### config.mk
export PLATFORM = sky130hd
export DESIGN_NAME = erase_stat_reg
export DESIGN_NICKNAME = d
export VERILOG_FILES = /design/src/rtl/erase_stat_reg.sv
export SDC_FILE = /design/constraint.sdc
export NUM_CORES = 1
export LEC_CHECK = 0
export CORE_AREA = 2 2 39 41
export CTS_CLUSTER_SIZE = 30
export DETAILED_ROUTE_END_ITERATION = 8
export DIE_AREA = 0 0 41 43
export PLACE_DENSITY_LB_ADDON = 0.3
export SETUP_SLACK_MARGIN = 0.4
export SLEW_MARGIN = 20
export SYNTH_ARGS = -nofsm -noshare
export SYNTH_HDL_FRONTEND = slang
export SYNTH_SLANG_ARGS = --single-unit
### constraint.sdc
create_clock -name clk -period 0.9 [get_ports clk]
set_input_delay 0.09 -clock clk [delete_from_list [all_inputs] [get_ports clk]]
set_output_delay 0.09 -clock clk [all_outputs]
set_load 0.01 [all_outputs]
### src/rtl/erase_stat_reg.sv
module erase_stat_reg #(
  parameter int W        = 8,
  parameter int DONE_BIT = 6,
  parameter int EN_BIT   = 5,
  parameter int FAIL_BIT = 4
) (
  input  logic         clk,
  input  logic         rst_n,
  input  logic         wr_en,
  input  logic [W-1:0] wr_data,
  input  logic         rd_en,
  input  logic         rmw_rd,
  output logic [W-1:0] rd_data,
  input  logic         seq_done,
  input  logic         seq_hang,
  input  logic         seq_tmo,
  input  logic         reset_cmd,
  output logic         irq,
  output logic         pgm_lock
);

  logic done_q, en_q, fail_q, lock_q, irq_q;
  logic [W-1:0] view;

  wire sw_clr_done = wr_en & ~wr_data[DONE_BIT];
  wire sw_clr_fail = wr_en & ~wr_data[FAIL_BIT];
  wire lock_req    = sw_clr_done & done_q & ~seq_done & ~seq_hang;

  always_ff @(posedge clk or negedge rst_n) begin
    if (!rst_n) begin
      done_q <= 1'b0;
      en_q   <= 1'b0;
      fail_q <= 1'b0;
      lock_q <= 1'b0;
      irq_q  <= 1'b0;
    end else begin
      if (seq_hang)         done_q <= 1'b0;
      else if (seq_done)    done_q <= 1'b1;
      else if (sw_clr_done) done_q <= 1'b0;

      if (seq_hang || seq_tmo) fail_q <= 1'b1;
      else if (sw_clr_fail)    fail_q <= 1'b0;

      if (wr_en) en_q <= wr_data[EN_BIT];

      if (reset_cmd)     lock_q <= 1'b0;
      else if (lock_req) lock_q <= 1'b1;

      irq_q <= en_q & fail_q;
    end
  end

  always_comb begin
    view           = '0;
    view[DONE_BIT] = done_q | rmw_rd;
    view[EN_BIT]   = en_q;
    view[FAIL_BIT] = fail_q | rmw_rd;
  end

  assign rd_data  = (rd_en | rmw_rd) ? view : '0;
  assign irq      = irq_q;
  assign pgm_lock = lock_q;

endmodule

After elaboration in Yosys (flattened, before gate mapping) --
Cells that the tools add are included. Widths: inputs -> output; s select.
Word-level totals: bits in registers 5, bits of input ports 17, output and inout bits 10, logic and storage cells 30
Cells by class: multiplexer cells 8, bitwise logic cells 13, reductions and logical operators 4
Operator list (number):
- $mux 1 | 7
- $mux 7 | 1
- $and 1x1->1 | 6
- $not 1->1 | 4
- $reduce_bool 2->1 | 2
- $or 1x1->1 | 3
- $reduce_bool 3->1 | 1
- $logic_or 1x1->1 | 1

Logic depth before layout (Yosys ltp) --
Gate-level depths: netlist (run 1).
word-level depth 7, gate-level depth with buffers 3, depth with buffers taken out 3

Worst setup path before layout (run 1) --
No wires, ideal clock.
kind reg-to-reg, from register fail_q (netlist name), to register fail_q, setup time 0.124 ns, arrival time 0.637 ns, data required time 0.776 ns, setup slack 0.139 ns, cell stages (with the launch flop) 2, path buffers 0, period minus slack after synthesis 0.761 ns, path through dfrtp_1 a211o_2
RTL lines:
- to (signal assigned) | line 33 | fail_q <= 1'b0;
- to (signal assigned) | line 41 | if (seq_hang || seq_tmo) fail_q <= 1'b1;
- to (signal assigned) | line 42 | else if (sw_clr_fail) fail_q <= 1'b0;
- to (decl) | line 22 | logic done_q, en_q, fail_q, lock_q, irq_q;

Worst setup path after layout (run 1) --
from register done_q, to output port rd_data[6]
Between the ends: longest elaborated chain between the ends 2
RTL lines:
- from (decl) | line 22
- from (signal assigned) | line 31 | done_q <= 1'b0;
- from (signal assigned) | line 37 | if (seq_hang) done_q <= 1'b0;
- from (signal assigned) | line 38 | else if (seq_done) done_q <= 1'b1;
- $or 1x1->1 | line 55 | view[DONE_BIT] = done_q | rmw_rd;
- $mux 7 | line 60 | assign rd_data = (rd_en | rmw_rd) ? view : '0;
- to (decl) | line 13 | output logic [W-1:0] rd_data,
No other way between the ends.

==> results_dict.tcl, run 1 <==
set metrics [dict create \
    outcome "finished with violations" \
    violations "setup timing" \
    ys_warn_count 0 \
    final_nets 66 \
    hp-class "input pin to asynchronous set/reset pin" \
    rrSetupSlack_ps -10 \
    grt_use_total_pct 8.57 \
    drc 0 \
    area_growth_pct 80.9 \
    rsz0062_at_grt "true" \
    grt_pass1_wl_um 972 \
    drive_above_1_share_pct 37.5 \
    drt_iter0_drc 3 \
    cpPeakStageDelay_ps 370 \
    start_util_pct 18.9 \
    viasPerCell 3.83 \
    p_leak_nw 0.227 \
    tritoncts "yes" \
    timing.hold.ws_ps 80.8 \
    mostFrequentLayoutCells "6 x clkdlybuf4s50_1, 5 x conb_1, 5 x dfrtp_1, 5 x dlygate4sd2_1, 4 x buf_2" \
    crit_path_end_kind "primary output" \
    synth_cell_types 12 \
    syn_area_um2 262 \
    synth-seq-cells 5 \
    period_needed_ps 979 \
    critPathMaxFanout 2 \
    htreeDepth 1 \
    gp_congestion 0.622 \
    fill_cells 153 \
    clock_sinks 5 \
    slew_violations 0 \
    crit_path_end "rd_data[6]" \
    pwr_density_cell_mw_per_mm2 1360 \
    cts-root-buf "clkbuf_4" \
    fp-row-count 14 \
    vdd_drop_max_uv 463 \
    dieArea_mm2 0.00176 \
    skew_ps 0.406 \
    crit_chain "a21o_1 > buf_2" \
    path_class "register to primary output" \
    ios 27 \
    multi_input_area_um2 121 \
    clockBufferDepth 2 \
    finalCritPeriodShare_pct 109 \
    grt_overflow 0 \
    antenna_found_initial 0 \
    fmax_mhz 1020 \
    required_ps 810 \
    antenna_cells 0 \
    reg2regPathDepth 2 \
    crit_arrival_ps 890 \
    setup-tns-final_ps -200 \
    slowest_stage "dfrtp_1" \
    firstDrtPassIters 2 \
    vias 245 \
    cts-buffers-inserted 3 \
    finalHoldViolCount 0 \
    grt_max_degree 6 \
    final_antenna_net_count 0 \
    timing.final.ws_setup_ps -79.5 \
    fp.dieW_um 41 \
    final_common_cell "clkdlybuf4s50_1" \
    grt_pass1_vias 251 \
    avgRoutedWirePerCell_um 9.33 \
    syn_inst 24 \
    yosysSeqAreaShare_pct 47.8 \
    placeableCoreArea_mm2 0.00138 \
    regArea_um2 125 \
    portBuffers 16 \
    worst_setup_path_start_kind "register" \
    wl_um 597 \
    syn_avg_cell_area_um2 10.9 \
    final-setup-viol-count 4 \
    clk_pin_slew_ps 40 \
    reg2reg_from "fail_q" \
    maxCapViolCount 0 \
    critPathLaunch "done_q" \
    reg2reg_to "fail_q" \
    clk_latency_ps 230 \
    dp_hpwl_um 470 \
    dieHeight_um 43 \
]
sequential cells by signal, summed over array words and instances (netlist names):
signal	count
done_q	1
en_q	1
fail_q	1
irq	1
pgm_lock	1
power breakdown:
part	internal, W	switching, W	leakage, nW	total [W]
Combinational	0.0000878	0.0000576	0.153	0.000145
Clock	0.000167	0.0000839	0.0150	0.000251
Sequential	0.000240	0.00000696	0.0593	0.000247
synthesized netlist by cell type (all sizes together):
cell type	number	area [um2]
o21a	1	7.51
a21oi	2	10.0
nand2b	2	12.5
a211o	1	10.0
nor2	2	7.51
a21o	2	15.0
dfrtp	5	125
and2	1	6.26
nor4b	1	15.0
mux2	1	11.3
conb	1	3.75
buf	5	37.5
metrics by stage:
step                      instances  worst slack (ps)  cell area (um2)  util, %  power [W]
after global placement           58              -422              442     31.9   0.000402
final                            64             -79.5              473     34.2   0.000644
after CTS                        63             -96.3              459     33.2   0.000656
after global routing             64              -124              473     34.2   0.000692
after floorplan                  28               139              277        -   0.000311
after detailed placement         58              -428              442     31.9   0.000402
layer usage:
| layer | share of wire (%) | GRT usage (%) | vias to the layer above |
|---|---|---|---|
| met3 | 16 | 3.66 | 0 |
| met2 | 39 | 11.9 | 19 |
| met1 | 45 | 10.1 | 107 |
| met4 | 0 | 6.00 | 0 |
| met5 | 0 | 0 | - |
| li1 | - | - | 119 |
critical path, delay by kind of cell (launching register included):
family,cells,cell delay (ps)
flops,1,370
buf+inv,1,130
compound gates,1,150
how the worst min path moves through the flow:
stage                   to  slack, ps  depth (start not counted)
floorplan           done_q       -210                          0
global placement       irq        330                          1
detailed placement     irq        330                          1
CTS                    irq         80                          1
global route          en_q         90                          1
finish              fail_q         80                          1
cell type report:
class                      count  share of cell area [%]
tap                           16                    4.23
sequential                     5                    26.5
clock buffer                   4                    5.56
multi-input combinational     18                    25.7
timing repair buffer          21                    38.1
kinds of logic after synthesis:
| group | count (synthesis) | share of synthesized area (%) |
|---|---|---|
| multiplexers | 1 | 4.31 |
| AO/OA/AOI/OAI | 6 | 16.3 |
| flip-flops | 5 | 47.8 |
| AND/OR/NAND/NOR | 6 | 15.8 |
| buffers and inverters | 5 | 14.4 |
| other | 1 | 1.43 |
timing repair:
action / CTS / global route
hold buffers: 0 / 0
endpoints found under the setup margin: 10 / 10
gates resized for setup: 29 / 1
buffers inserted: 1 / 1
pin swaps: 3 / 0
(Power assumes the default switching activity.)
==> inputs of run 2 (changes only) <==
--- a/config.mk
+++ b/config.mk
@@ -9,8 +9,8 @@
 export CTS_CLUSTER_SIZE = 30
 export DETAILED_ROUTE_END_ITERATION = 8
 export DIE_AREA = 0 0 41 43
+export GPL_TIMING_DRIVEN = 0
 export PLACE_DENSITY_LB_ADDON = 0.3
-export SETUP_SLACK_MARGIN = 0.4
 export SLEW_MARGIN = 20
 export SYNTH_ARGS = -nofsm -noshare
 export SYNTH_HDL_FRONTEND = slang
==> constraint.sdc (replaced) <==
create_clock -name clk -period 0.88 [get_ports clk]
set_input_delay 0.088 -clock clk [delete_from_list [all_inputs] [get_ports clk]]
set_output_delay 0.088 -clock clk [all_outputs]
set_load 0.01 [all_outputs]
==> results_dict.tcl, run 2 (synthesis results as in run 1) <==
set metrics [dict create \
    crit_chain "a21o_1 > buf_2" \
    grt_max_degree 6 \
    seqPwrFrac_pct 38.1 \
    grt_overflow 0 \
    fill_cells 154 \
    required_ps 790 \
    drt_iter0_drc 3 \
    firstDrtPassIters 2 \
    cpPeakStageDelay_ps 380 \
    cts-buffers-inserted 3 \
    drc 0 \
    crit_path_end_kind "primary output" \
    power_frac_comb_pct 22.9 \
    grt_pass1_wl_um 779 \
    worst_setup_path_start_kind "register" \
    final_antenna_net_count 0 \
    p_leak_nw 0.251 \
    area_growth_pct 85.2 \
    intPower_w 0.000513 \
    fp-row-count 14 \
    clock_sinks 5 \
    critPathMaxFanout 2 \
    pwr_density_cell_mw_per_mm2 1370 \
    fin_util_pct 35.0 \
    violations "setup timing" \
    antenna_cells 0 \
    finalCritPeriodShare_pct 112 \
    period_needed_ps 986 \
    hp-class "input pin to asynchronous set/reset pin" \
    switchingPower_w 0.000150 \
    start_util_pct 18.9 \
    wl_um 556 \
    rsz0062_at_grt "true" \
    drive_above_1_share_pct 37.3 \
    skew_ps 3.83 \
    avgRoutedWirePerCell_um 8.30 \
    final_nets 69 \
    ios 27 \
    dieArea_mm2 0.00176 \
    slew_violations 0 \
    clk_latency_ps 240 \
    final-setup-viol-count 4 \
    crit_arrival_ps 900 \
    htreeDepth 1 \
    vdd_drop_max_uv 510 \
    clkPwrFrac_pct 39.1 \
    timing.hold.ws_ps 68.5 \
    outcome "finished with violations" \
    viasPerCell 3.63 \
    clockBufferDepth 2 \
    antenna_found_initial 0 \
    cts-root-buf "clkbuf_4" \
    slowest_stage "dfrtp_1" \
    vias 243 \
    p_total_w 0.000663 \
    fmax_mhz 1010 \
    clk_pin_slew_ps 40 \
    placeableCoreArea_mm2 0.00138 \
    grt_use_total_pct 6.85 \
    tritoncts "yes" \
    gp_congestion 0.637 \
    finalHoldViolCount 0 \
    portBuffers 16 \
    grt_pass1_vias 217 \
    p_sw_share_pct 22.6 \
    dieHeight_um 43 \
    fp.dieW_um 41 \
    maxCapViolCount 0 \
    mostFrequentLayoutCells "8 x buf_4, 8 x clkdlybuf4s50_1, 5 x conb_1, 5 x dfrtp_1, 5 x buf_2" \
    timing.final.ws_setup_ps -106 \
    path_class "register to primary output" \
]
-- run 2: cell count changes in the layout (fill, tap and decap cells not counted), sizes merged --
cell / previous run / this run
dlymetal6s2s: 0 / 2
clkdlybuf4s50: 6 / 8
dlygate4sd2: 5 / 1
buf: 10 / 13
-- run 2: worst paths after layout --
| path | startpoint | endpoint | slack [ps] | depth (start not counted) |
|---|---|---|---|---|
| worst max register to register | fail_q | fail_q | -30 | 2 |
| min in group clk | wr_en | en_q | 210 | 2 |
| worst max-delay path | fail_q | rd_data[4] | -110 | 2 |
| worst min register to register | pgm_lock | pgm_lock | 500 | 2 |
| max in group asynchronous | rst_n | done_q | 620 | 1 |
| worst min-delay path | rst_n | irq | 70 | 1 |
-- run 2: power groups by stage --
stage	logic, W	registers [W]	clock network, W
final	0.000152	0.000252	0.000259
after global routing	0.000167	0.000253	0.000280
after CTS	0.000155	0.000253	0.000271
after detailed placement	0.000155	0.000259	0
after global placement	0.000155	0.000259	0
after floorplan	0.0000596	0.000259	0
-- run 2: stage by stage --
step	cell area, um2	setup TNS (ps)	std cells	setup slack [ps]
6_report	484	-278	67	-106
5_1_grt	484	-383	67	-133
4_1_cts	479	-330	67	-122
3_5_place_dp	457	-2260	60	-446
3_3_place_gp	457	-2230	60	-451
2_1_floorplan	277	0	28	119
-- run 2: repair_timing --
item,CTS,global route
cloned,0,0
buffers inserted,3,0
pin swaps,2,1
resized for setup,21,2
hold buffers,0,0
hold endpoints to repair,0,0
endpoints found under the setup margin,6,5
-- run 2: routing by layer --
metal,routed length (um),track usage [%],up-vias
met5,0,0,-
li1,-,-,129
met1,228,8.14,95
met3,118,4.19,0
met4,0,4.00,0
met2,208,9.06,19
-- run 2: cell type report --
cell class | count | area [um2] | area share (%)
timing repair buffer | 19 | 161 | 33.3
multi-input combinational | 18 | 114 | 23.5
buffer | 5 | 37.5 | 7.75
sequential | 5 | 125 | 25.8
clock buffer | 4 | 26.3 | 5.43
tap | 16 | 20.0 | 4.13
-- run 2: worst max-delay path: cells and delay by family (launching register included) --
family / cells / cell delay [ps]
flip-flops: 1 / 380
AO/OA/AOI/OAI: 1 / 150
buffers and inverters: 1 / 130
